[config.mk]
export PLATFORM = sky130hd
export DESIGN_NAME = wake_sleep_timer
export DESIGN_NICKNAME = d
export VERILOG_FILES = /design/src/rtl/wst_pkg.sv /design/src/rtl/wst_tick_counter.sv /design/src/rtl/wst_event_timer.sv /design/src/rtl/wst_regs.sv /design/src/rtl/wake_sleep_timer.sv
export SDC_FILE = /design/constraint.sdc
export NUM_CORES = 1
export LEC_CHECK = 0
export ABC_AREA = 1
export BUFFER_PORTS_ARGS = -buffer_cell sky130_fd_sc_hd__buf_2
export CORE_ASPECT_RATIO = 0.5
export CORE_MARGIN = 4
export CORE_UTILIZATION = 55
export DETAILED_ROUTE_END_ITERATION = 10
export PLACE_DENSITY = 0.72
export SLEW_MARGIN = 20
export SYNTH_ARGS = -nofsm -noshare
export SYNTH_HDL_FRONTEND = slang
export SYNTH_HIERARCHICAL = 1
export SYNTH_SLANG_ARGS = --single-unit
[constraint.sdc]
create_clock -name clk -period 3.68 [get_ports clk]
set_input_delay 0.92 -clock clk [delete_from_list [all_inputs] [get_ports clk]]
set_output_delay 0.92 -clock clk [all_outputs]
set_load 0.01 [all_outputs]
[src/rtl/wst_pkg.sv]
package wst_pkg;

    localparam int unsigned WST_CNT_W    = 31;
    localparam int unsigned WST_WIN_W    = 16;
    localparam int unsigned WST_RES_W    = 2;
    localparam int unsigned WST_RES_STEP = 5;
    localparam int unsigned WST_EVT_W    = 16;
    localparam int unsigned WST_BYTE_W   = 8;
    localparam int unsigned WST_ADDR_W   = 2;
    localparam int unsigned WST_MODE_W   = 2;
    localparam int unsigned WST_IRQ_W    = 8;
    localparam logic [WST_EVT_W-1:0] WST_EVT_RST = 16'h876B;

    // Byte register addresses
    typedef enum logic [WST_ADDR_W-1:0] {
        SEL_TIME_LO = 2'd0,
        SEL_TIME_HI = 2'd1,
        SEL_EVT_LO  = 2'd2,
        SEL_EVT_HI  = 2'd3
    } reg_sel_e;

    typedef struct packed {
        logic                  rd;
        logic                  wr;
        reg_sel_e              sel;
        logic [WST_BYTE_W-1:0] wdata;
    } bus_req_t;

    function automatic logic is_evt_sel(input reg_sel_e sel);
        return (sel == SEL_EVT_LO) || (sel == SEL_EVT_HI);
    endfunction

endpackage

[src/rtl/wst_tick_counter.sv]
module wst_tick_counter #(
    parameter int unsigned CNT_W = 31,
    parameter int unsigned WIN_W = 16,
    parameter int unsigned RES_W = 2,
    parameter int unsigned STEP  = 5
) (
    input  logic             clk,
    input  logic             rst,
    input  logic             tick,
    input  logic [RES_W-1:0] res,
    output logic [CNT_W-1:0] cnt,
    output logic [WIN_W-1:0] window
);
    localparam int unsigned NRES = 1 << RES_W;

    logic [WIN_W-1:0] slices [NRES];

    always_ff @(posedge clk) begin
        if (rst) begin
            cnt <= '0;
        end else if (tick) begin
            cnt <= cnt + 1'b1;
        end
    end

    // One slice per resolution level, each STEP bits above the last
    for (genvar r = 0; r < NRES; r++) begin : g_win
        localparam int unsigned LO = r * STEP;
        if (LO + WIN_W <= CNT_W) begin : g_full
            assign slices[r] = cnt[LO +: WIN_W];
        end else if (LO < CNT_W) begin : g_part
            assign slices[r] = WIN_W'(cnt >> LO);
        end else begin : g_none
            assign slices[r] = '0;
        end
    end

    assign window = slices[res];

endmodule

[src/rtl/wst_event_timer.sv]
module wst_event_timer #(
    parameter int unsigned EVT_W = 16,
    parameter int unsigned RES_W = 2,
    parameter int unsigned STEP  = 5
) (
    input  logic             clk,
    input  logic             rst,
    input  logic             tick,
    input  logic [RES_W-1:0] res,
    input  logic [EVT_W-1:0] evt_val,
    input  logic             restart,
    output logic             fire_now,
    output logic             evt_pulse
);
    localparam int unsigned MAX_SH = STEP * ((1 << RES_W) - 1);
    localparam int unsigned TGT_W  = EVT_W + 1 + MAX_SH;

    logic [RES_W-1:0] res_act;
    logic [EVT_W:0]   units;
    logic [TGT_W-1:0] target;
    logic [TGT_W-1:0] last_tick;
    logic [TGT_W-1:0] elapsed;

    always_comb begin
        units     = (evt_val == '0) ? {1'b1, {EVT_W{1'b0}}} : {1'b0, evt_val};
        target    = TGT_W'(units) << (STEP * res_act);
        last_tick = target - 1'b1;
        fire_now  = tick && !restart && (elapsed == last_tick);
    end

    always_ff @(posedge clk) begin
        if (rst) begin
            elapsed   <= '0;
            res_act   <= '0;
            evt_pulse <= 1'b0;
        end else begin
            evt_pulse <= fire_now;
            if (restart) begin
                elapsed <= '0;
            end else if (fire_now) begin
                elapsed <= '0;
                res_act <= res;
            end else if (tick) begin
                elapsed <= elapsed + 1'b1;
            end
        end
    end

endmodule

[src/rtl/wst_regs.sv]
module wst_regs
    import wst_pkg::*;
#(
    parameter int unsigned    BYTE_W  = WST_BYTE_W,
    parameter int unsigned    EVT_W   = WST_EVT_W,
    parameter int unsigned    WIN_W   = WST_WIN_W,
    parameter logic [EVT_W-1:0] EVT_RST = WST_EVT_RST
) (
    input  logic              clk,
    input  logic              rst,
    input  bus_req_t          req,
    input  logic [WIN_W-1:0]  window,
    output logic [BYTE_W-1:0] rdata,
    output logic [EVT_W-1:0]  evt_val,
    output logic              restart
);
    logic [BYTE_W-1:0] hi_shadow;
    logic [EVT_W-1:0]  evt_q;

    assign evt_val = evt_q;
    assign restart = req.wr && is_evt_sel(req.sel);

    always_ff @(posedge clk) begin
        if (rst) begin
            evt_q     <= EVT_RST;
            hi_shadow <= '0;
            rdata     <= '0;
        end else begin
            if (req.wr) begin
                case (req.sel)
                    SEL_EVT_LO: evt_q[BYTE_W-1:0]     <= req.wdata;
                    SEL_EVT_HI: evt_q[EVT_W-1:BYTE_W] <= req.wdata;
                    default: ;
                endcase
            end
            if (req.rd) begin
                case (req.sel)
                    SEL_TIME_LO: begin
                        rdata     <= window[BYTE_W-1:0];
                        hi_shadow <= window[WIN_W-1:BYTE_W];
                    end
                    SEL_TIME_HI: rdata <= hi_shadow;
                    SEL_EVT_LO:  rdata <= evt_q[BYTE_W-1:0];
                    SEL_EVT_HI:  rdata <= evt_q[EVT_W-1:BYTE_W];
                    default: ;
                endcase
            end
        end
    end

endmodule

[src/rtl/wake_sleep_timer.sv]
module wake_sleep_timer
    import wst_pkg::*;
#(
    parameter int unsigned      CNT_W    = WST_CNT_W,
    parameter int unsigned      WIN_W    = WST_WIN_W,
    parameter int unsigned      RES_W    = WST_RES_W,
    parameter int unsigned      RES_STEP = WST_RES_STEP,
    parameter int unsigned      EVT_W    = WST_EVT_W,
    parameter int unsigned      BYTE_W   = WST_BYTE_W,
    parameter int unsigned      ADDR_W   = WST_ADDR_W,
    parameter int unsigned      MODE_W   = WST_MODE_W,
    parameter int unsigned      IRQ_W    = WST_IRQ_W,
    parameter logic [EVT_W-1:0] EVT_RST  = WST_EVT_RST
) (
    input  logic              clk,
    input  logic              rst,
    input  logic              ref_tick,
    input  logic [RES_W-1:0]  res_sel,
    input  logic [MODE_W-1:0] sleep_mode,
    input  logic [IRQ_W-1:0]  port_irq_in,
    output logic [IRQ_W-1:0]  port_irq_out,
    input  logic              reg_rd,
    input  logic              reg_wr,
    input  logic [ADDR_W-1:0] reg_addr,
    input  logic [BYTE_W-1:0] reg_wdata,
    output logic [BYTE_W-1:0] reg_rdata,
    output logic              evt_pulse,
    output logic              dma_trig
);
    bus_req_t         req;
    logic [CNT_W-1:0] cnt_q;
    logic [WIN_W-1:0] window;
    logic [EVT_W-1:0] evt_val;
    logic             restart;
    logic             fire_now;
    logic             dma_q;

    always_comb begin
        req.rd    = reg_rd;
        req.wr    = reg_wr;
        req.sel   = reg_sel_e'(reg_addr);
        req.wdata = reg_wdata;
    end

    wst_tick_counter #(
        .CNT_W(CNT_W), .WIN_W(WIN_W), .RES_W(RES_W), .STEP(RES_STEP)
    ) u_cnt (
        .clk(clk), .rst(rst), .tick(ref_tick), .res(res_sel),
        .cnt(cnt_q), .window(window)
    );

    wst_regs #(
        .BYTE_W(BYTE_W), .EVT_W(EVT_W), .WIN_W(WIN_W), .EVT_RST(EVT_RST)
    ) u_regs (
        .clk(clk), .rst(rst), .req(req), .window(window),
        .rdata(reg_rdata), .evt_val(evt_val), .restart(restart)
    );

    wst_event_timer #(
        .EVT_W(EVT_W), .RES_W(RES_W), .STEP(RES_STEP)
    ) u_evt (
        .clk(clk), .rst(rst), .tick(ref_tick), .res(res_sel),
        .evt_val(evt_val), .restart(restart),
        .fire_now(fire_now), .evt_pulse(evt_pulse)
    );

    // DMA request registered alongside the event pulse
    always_ff @(posedge clk) begin
        if (rst) begin
            dma_q <= 1'b0;
        end else begin
            dma_q <= fire_now;
        end
    end
    assign dma_trig = dma_q;

    assign port_irq_out = (sleep_mode == '0) ? port_irq_in : '0;

endmodule

== Word-level counts from Yosys, hierarchy flattened ==
Cells that the tools add are included.
Cells by class
  add/subtract/negate cells: 3
  multiply operators: 1
  magnitude comparators: 1
  equal/unequal tests: 4
  shift-type cells: 1
  muxes and demuxes: 6
  bitwise gates (word level): 2
  reductions and logical operators: 13
Operators by type and width (number)
  $add 32x1->32 const B: 1
  $bmux 16 s2: 1
  $eq 32x32->1: 1
  $mux 16: 2
  $pmux 8 s4: 1
  $shl 17x5->32: 1
  $sub 32x1->32 const B: 1
  $add 31x1->31 const B: 1
  $mux 17: 1
  $logic_not 16->1: 1
  $mux 8: 1
  $reduce_and 2->1: 4
  $mul 3x2->5 const A: 1
  $eq 2x2->1 const B: 2
  $logic_not 2->1: 2
  $ge 3x3->1 const B: 1
  $logic_and 1x1->1: 3
  $not 2->3: 1
  $reduce_or 3->1: 1
  $eq 2x1->1 const B: 1
  $logic_not 1->1: 1
  $logic_or 1x1->1: 1
  $not 1->1: 1
Word-level totals
  register bits after elaboration: 98
  input port bits: 27
  output and inout port bits: 18
  logic and storage cells: 39

== Depth between registers and ports, before layout ==
  depth after elaboration: 7
  depth in mapped cells: 23
  gate-level depth less buffers: 22

== Modules after synthesis ==
The synthesis kept the hierarchy.
By module, submodules not included
  wst_event_timer: instances 1, cells each 789, area each 4359.2 µm², seq. area each 700.7 µm²
  wst_tick_counter: instances 1, cells each 345, area each 2083.2 µm², seq. area each 620.6 µm²
  wst_regs: instances 1, cells each 197, area each 1406.3 µm², seq. area each 640.6 µm²
  wake_sleep_timer: instances 1, cells each 22, area each 126.4 µm², seq. area each 20.0 µm²

== Worst setup path after synthesis ==
No wires, ideal clock.
  path type: input to register
  start point: input port ref_tick
  end point: register u_evt.elapsed[28]
  setup time: 0.111 ns
  arrival time: 2.757 ns
  required time: 3.569 ns
  path slack: 0.813 ns
  stages on the path: 13
  path buffers: 1
  cells stage by stage: buf_2 -> nand2_1 -> nor3_1 -> nand3_1 -> nor2_1 -> nand3_1 -> nor3_1 -> inv_1 -> nor4_1 -> nand2_1 -> xor2_1 -> inv_1 -> nor2_1
Between the ends
  cells in the longest elaborated chain, start to end: 3
RTL lines
  from (decl): RTL line wake_sleep_timer.sv:17  | input logic ref_tick,
  $logic_and 1x1->1 (2 in a row): RTL line wst_event_timer.sv:28  | fire_now = tick && !restart && (elapsed == last_tick);
  $reduce_or 3->1 (no line)
  to (signal assigned): RTL line wst_event_timer.sv:44  | elapsed <= elapsed + 1'b1;
  to (decl): RTL line wst_event_timer.sv:22  | logic [TGT_W-1:0] elapsed;
Several ways; a longest one is shown, not always the timed one.
A chain may end at the register's enable or synchronous reset.

== Final worst setup path ==
  start point: register u_evt.res_act[0]
  end point: register u_evt.elapsed[24]
Between the ends
  cells in the longest elaborated chain, start to end: 6
RTL lines
  from (decl): RTL line wst_event_timer.sv:18  | logic [RES_W-1:0] res_act;
  from (signal assigned): RTL line wst_event_timer.sv:42  | res_act <= res;
  $mul 3x2->5: RTL line wst_event_timer.sv:26  | target = TGT_W'(units) << (STEP * res_act);
  $shl 17x5->32: RTL line wst_event_timer.sv:26
  $sub 32x1->32: RTL line wst_event_timer.sv:27  | last_tick = target - 1'b1;
  $eq 32x32->1: RTL line wst_event_timer.sv:28
  $logic_and 1x1->1: RTL line wst_event_timer.sv:28
  $reduce_or 3->1 (no line)
Every way passes these cells.

==> flow_metrics.tcl <==
set metrics [dict create \
    hold_buffers 0 \
    num_io_pins 45 \
    setup_ws_ns 0.4265 \
    status "finished clean" \
    synthDominantCellAreaShare 0.2485 \
    synth.cell_area_mm2 0.007975 \
    synthCells 1353 \
    cts_buffers 9 \
    synth_area_leader_cell "dfxtp_1" \
    worst-setup-path-type "reg2reg" \
    setup_viol 0 \
    root_buffer "clkbuf_16" \
    syn_to_final_growth_pct 7.170 \
    drv_cap 0 \
    num_rows 30 \
    synth-edff-count 0 \
    path_buf_inv 2 \
    nFillCells 1398 \
    clk_latency_ns 0.36 \
    drtPass1Iterations 5 \
    period_minus_slack_ns 3.254 \
    syn_nets 1383 \
    startpoint_type "register" \
    drt_iter0_markers 709 \
    cts_tree "built" \
    p_leak_nw 3.970 \
    grt_pass1_vias 7602 \
    cts_resized 0 \
    synth_cell_type_count 45 \
    critPathMaxFanout 32 \
    grt_usage 0.2697 \
    routed_wl_um 22460 \
    hp-class "reg2reg" \
    highest_layer "met4" \
    synth-async-reset-ratio 0 \
    portBuffers 44 \
    hold_viol_final 0 \
    dr_wl_met2_um 10170 \
    slew_headroom 0.4708 \
    syn_avg_cell_area_um2 5.894 \
    cp-end-kind "register" \
    ant_nets 0 \
    crit_family "simple AND/OR/NAND/NOR gates" \
    met1_length_um 10250 \
    dp_hpwl_um 17710 \
    pre_cts_slack_ns 0.3120 \
    reg2reg_to "u_evt/elapsed[24]" \
    cts_sinks 99 \
    place_inst 1559 \
    gp_congestion 0.9745 \
    antenna_found_initial 0 \
    p_total_w 0.002331 \
    timing.reg2reg.worst_path_depth 18 \
    antennaDiodeCount 0 \
    coreArea_mm2 0.01385 \
    grt_max_degree 33 \
    grt_overflow 0 \
    vias 8503 \
    peakVddDrop_uv 216.6 \
    finalNonFillerCells 1575 \
    min_path_cells 2 \
    min_to "u_regs/rdata[7]" \
    ys_seq_elements 99 \
    h-tree-depth 3 \
    synthTopCellsByArea "dfxtp_1 25%, nand2_1 18%, nor2_1 9.3%" \
    initial_core_util 0.5758 \
    cp_common_cell "nand2_1" \
    cp.required_ns 3.92 \
    fmax_mhz 307.4 \
    rr_startpoint "u_evt/res_act[0]" \
    dieArea_mm2 0.01661 \
    cp_slowest_stage_delay_ns 0.43 \
    slew_viol_final 0 \
    cts_setup_buffers 0 \
    cts-root-to-sink-buffers 2 \
    post_drt_wl_per_cell_um 14.26 \
    cp.arrival_ns 3.50 \
    ys_seq_area_frac 0.2485 \
    final_nets 1408 \
    ys_warn_count 6 \
    rrSetupSlack_ns 0.43 \
    cp_cell_sequence "inv_2 -> nand2_1 -> nand3_1 -> nand3_1 -> nand2_1 -> nand2_2 -> nand2_1 -> nor2_4 -> nand2_2 -> nor2_4 -> nand3_1 -> nand3b_1 -> nand2_1 -> nor2_1 -> nand3_2 -> o21ai_4 -> buf_12 -> nor2_1" \
    hold_ws_ns 0.4621 \
    path_clk_slew_ns 0.08 \
    wl_met3_um 1561 \
    setup_tns_ns 0 \
    post-route-period-util 0.8841 \
    drc_errors 0 \
    dieHeight_um 93.15 \
    rsz0062_at_grt "no" \
    synth_ff_type "dfxtp_1" \
    grt_pass1_wl_um 36250 \
    tightest_slew_ns 0.7929 \
    p_per_area_mw_per_mm2 272.7 \
    hold_start "u_regs/rdata[7]" \
    skew_ns 0.009769 \
    drive_above_1_share 0.1179 \
    post_drt_via_cell_ratio 5.399 \
    chipWidth_um 178.3 \
    crit_slowest_cell "dfxtp_1" \
]
worst register-to-register path, stage by stage (launching register included):
cell      delay (ns)
dfxtp_1         0.43
inv_2           0.23
nand2_1         0.19
nand3_1         0.13
nand3_1         0.10
nand2_1         0.11
nand2_2         0.11
nand2_1         0.09
nor2_4          0.15
nand2_2         0.15
nor2_4          0.22
nand3_1         0.12
nand3b_1        0.14
nand2_1         0.06
nor2_1          0.20
nand3_2         0.20
o21ai_4         0.22
buf_12          0.22
nor2_1          0.08
state kept, by name (all words and copies together), names as in the netlist:
name	count
dma_trig	1
u_evt/evt_pulse	1
u_evt/elapsed	32
u_evt/res_act	2
u_cnt/cnt	31
u_regs/evt_val	16
u_regs/hi_shadow	8
u_regs/rdata	8
power breakdown:
part           internal, W  switching [W]  leakage, nW  total [W]
registers          0.00109      0.0000294        0.803    0.00112
clock network     0.000475       0.000457        0.137   0.000932
logic            0.0000924       0.000184         3.03   0.000276
total              0.00166       0.000670         3.97    0.00233
synthesized netlist by cell type, types with 2 or more instances:
cell        n
nor3_1     19
inv_2      14
o21ai_1     6
o22ai_1     8
nand4_1    34
buf_2      10
nor2_2     28
nor2_4     14
clkbuf_1   10
xnor2_1     5
buf_6       9
clkbuf_2    2
dfxtp_1    99
mux2i_1     2
nand2_4     3
a21oi_1    49
nor4_1      4
buf_4       3
ha_1        3
nand3b_1    8
nand3_2    11
a21oi_2     2
o21bai_1    2
nand2_1   374
or2_2       3
o21ai_0    63
inv_1     163
nor2_1    198
nand2_2    16
nand3_1   131
xor2_1     46
metrics by stage:
stage                       util  cell area (um^2)
after floorplan                -              7975
after global placement    0.5958              8253
after detailed placement  0.5958              8253
after CTS                 0.6171              8547
after global routing      0.6171              8547
final                     0.6171              8547
layout by cell type (no fill, tap or decap), drive strengths merged:
master | Yosys | routed
buf | 24 | 50
nand4 | 35 | 35
nor3b | 1 | 1
clkbuf | 12 | 9
clkinv | 1 | 3
xnor2 | 5 | 5
or2 | 4 | 4
nor2 | 241 | 241
dfxtp | 99 | 99
nor3 | 19 | 19
nor4 | 4 | 4
nand3b | 8 | 8
mux2i | 2 | 2
inv | 178 | 181
nand3 | 143 | 143
clkinvlp | 0 | 2
o21bai | 2 | 2
nand2 | 393 | 393
and2 | 1 | 1
a21oi | 51 | 51
o21ai | 71 | 71
a21boi | 1 | 1
xor2 | 46 | 46
ha | 3 | 3
o21a | 1 | 1
o22ai | 8 | 8
cells by family after synthesis:
logic type / share of synthesized area
flops: 0.2485
mux: 0.002510
fa+ha+maj: 0.004707
xor+xnor: 0.05601
compound gates: 0.08943
buf+inv: 0.1147
simple gates: 0.4842
cell type report:
cell class,instances,area (um^2),share of cell area
Clock buffer,9,225.2,0.02635
Inverter,179,674.4,0.07890
Timing Repair Buffer,50,277.8,0.03250
Clock inverter,7,68.82,0.008052
Tap cell,192,240.2,0.02811
Sequential cell,99,1982,0.2319
Multi-Input combinational cell,1039,5079,0.5942
worst max path at each step:
stage	startpoint	endpoint	slack [ns]	cells after the start
6_report	u_evt/res_act[0]	u_evt/elapsed[24]	0.43	18
5_1_grt	u_evt/res_act[0]	u_evt/elapsed[21]	0.15	18
4_1_cts	u_evt/res_act[0]	u_evt/elapsed[7]	0.45	18
3_5_place_dp	reg_addr[1]	u_evt/elapsed[7]	0.31	20
3_3_place_gp	reg_addr[1]	u_evt/elapsed[30]	0.36	20
2_1_floorplan	ref_tick	u_evt/elapsed[28]	0.81	13
metal layers:
metal  global-route usage  up-vias
li1                     -     4341
met1               0.3591     3820
met2               0.4500      307
met3              0.04523       35
met4              0.08296        0
met5                    0        -
No activity file was read; power rests on OpenSTA's default activity.
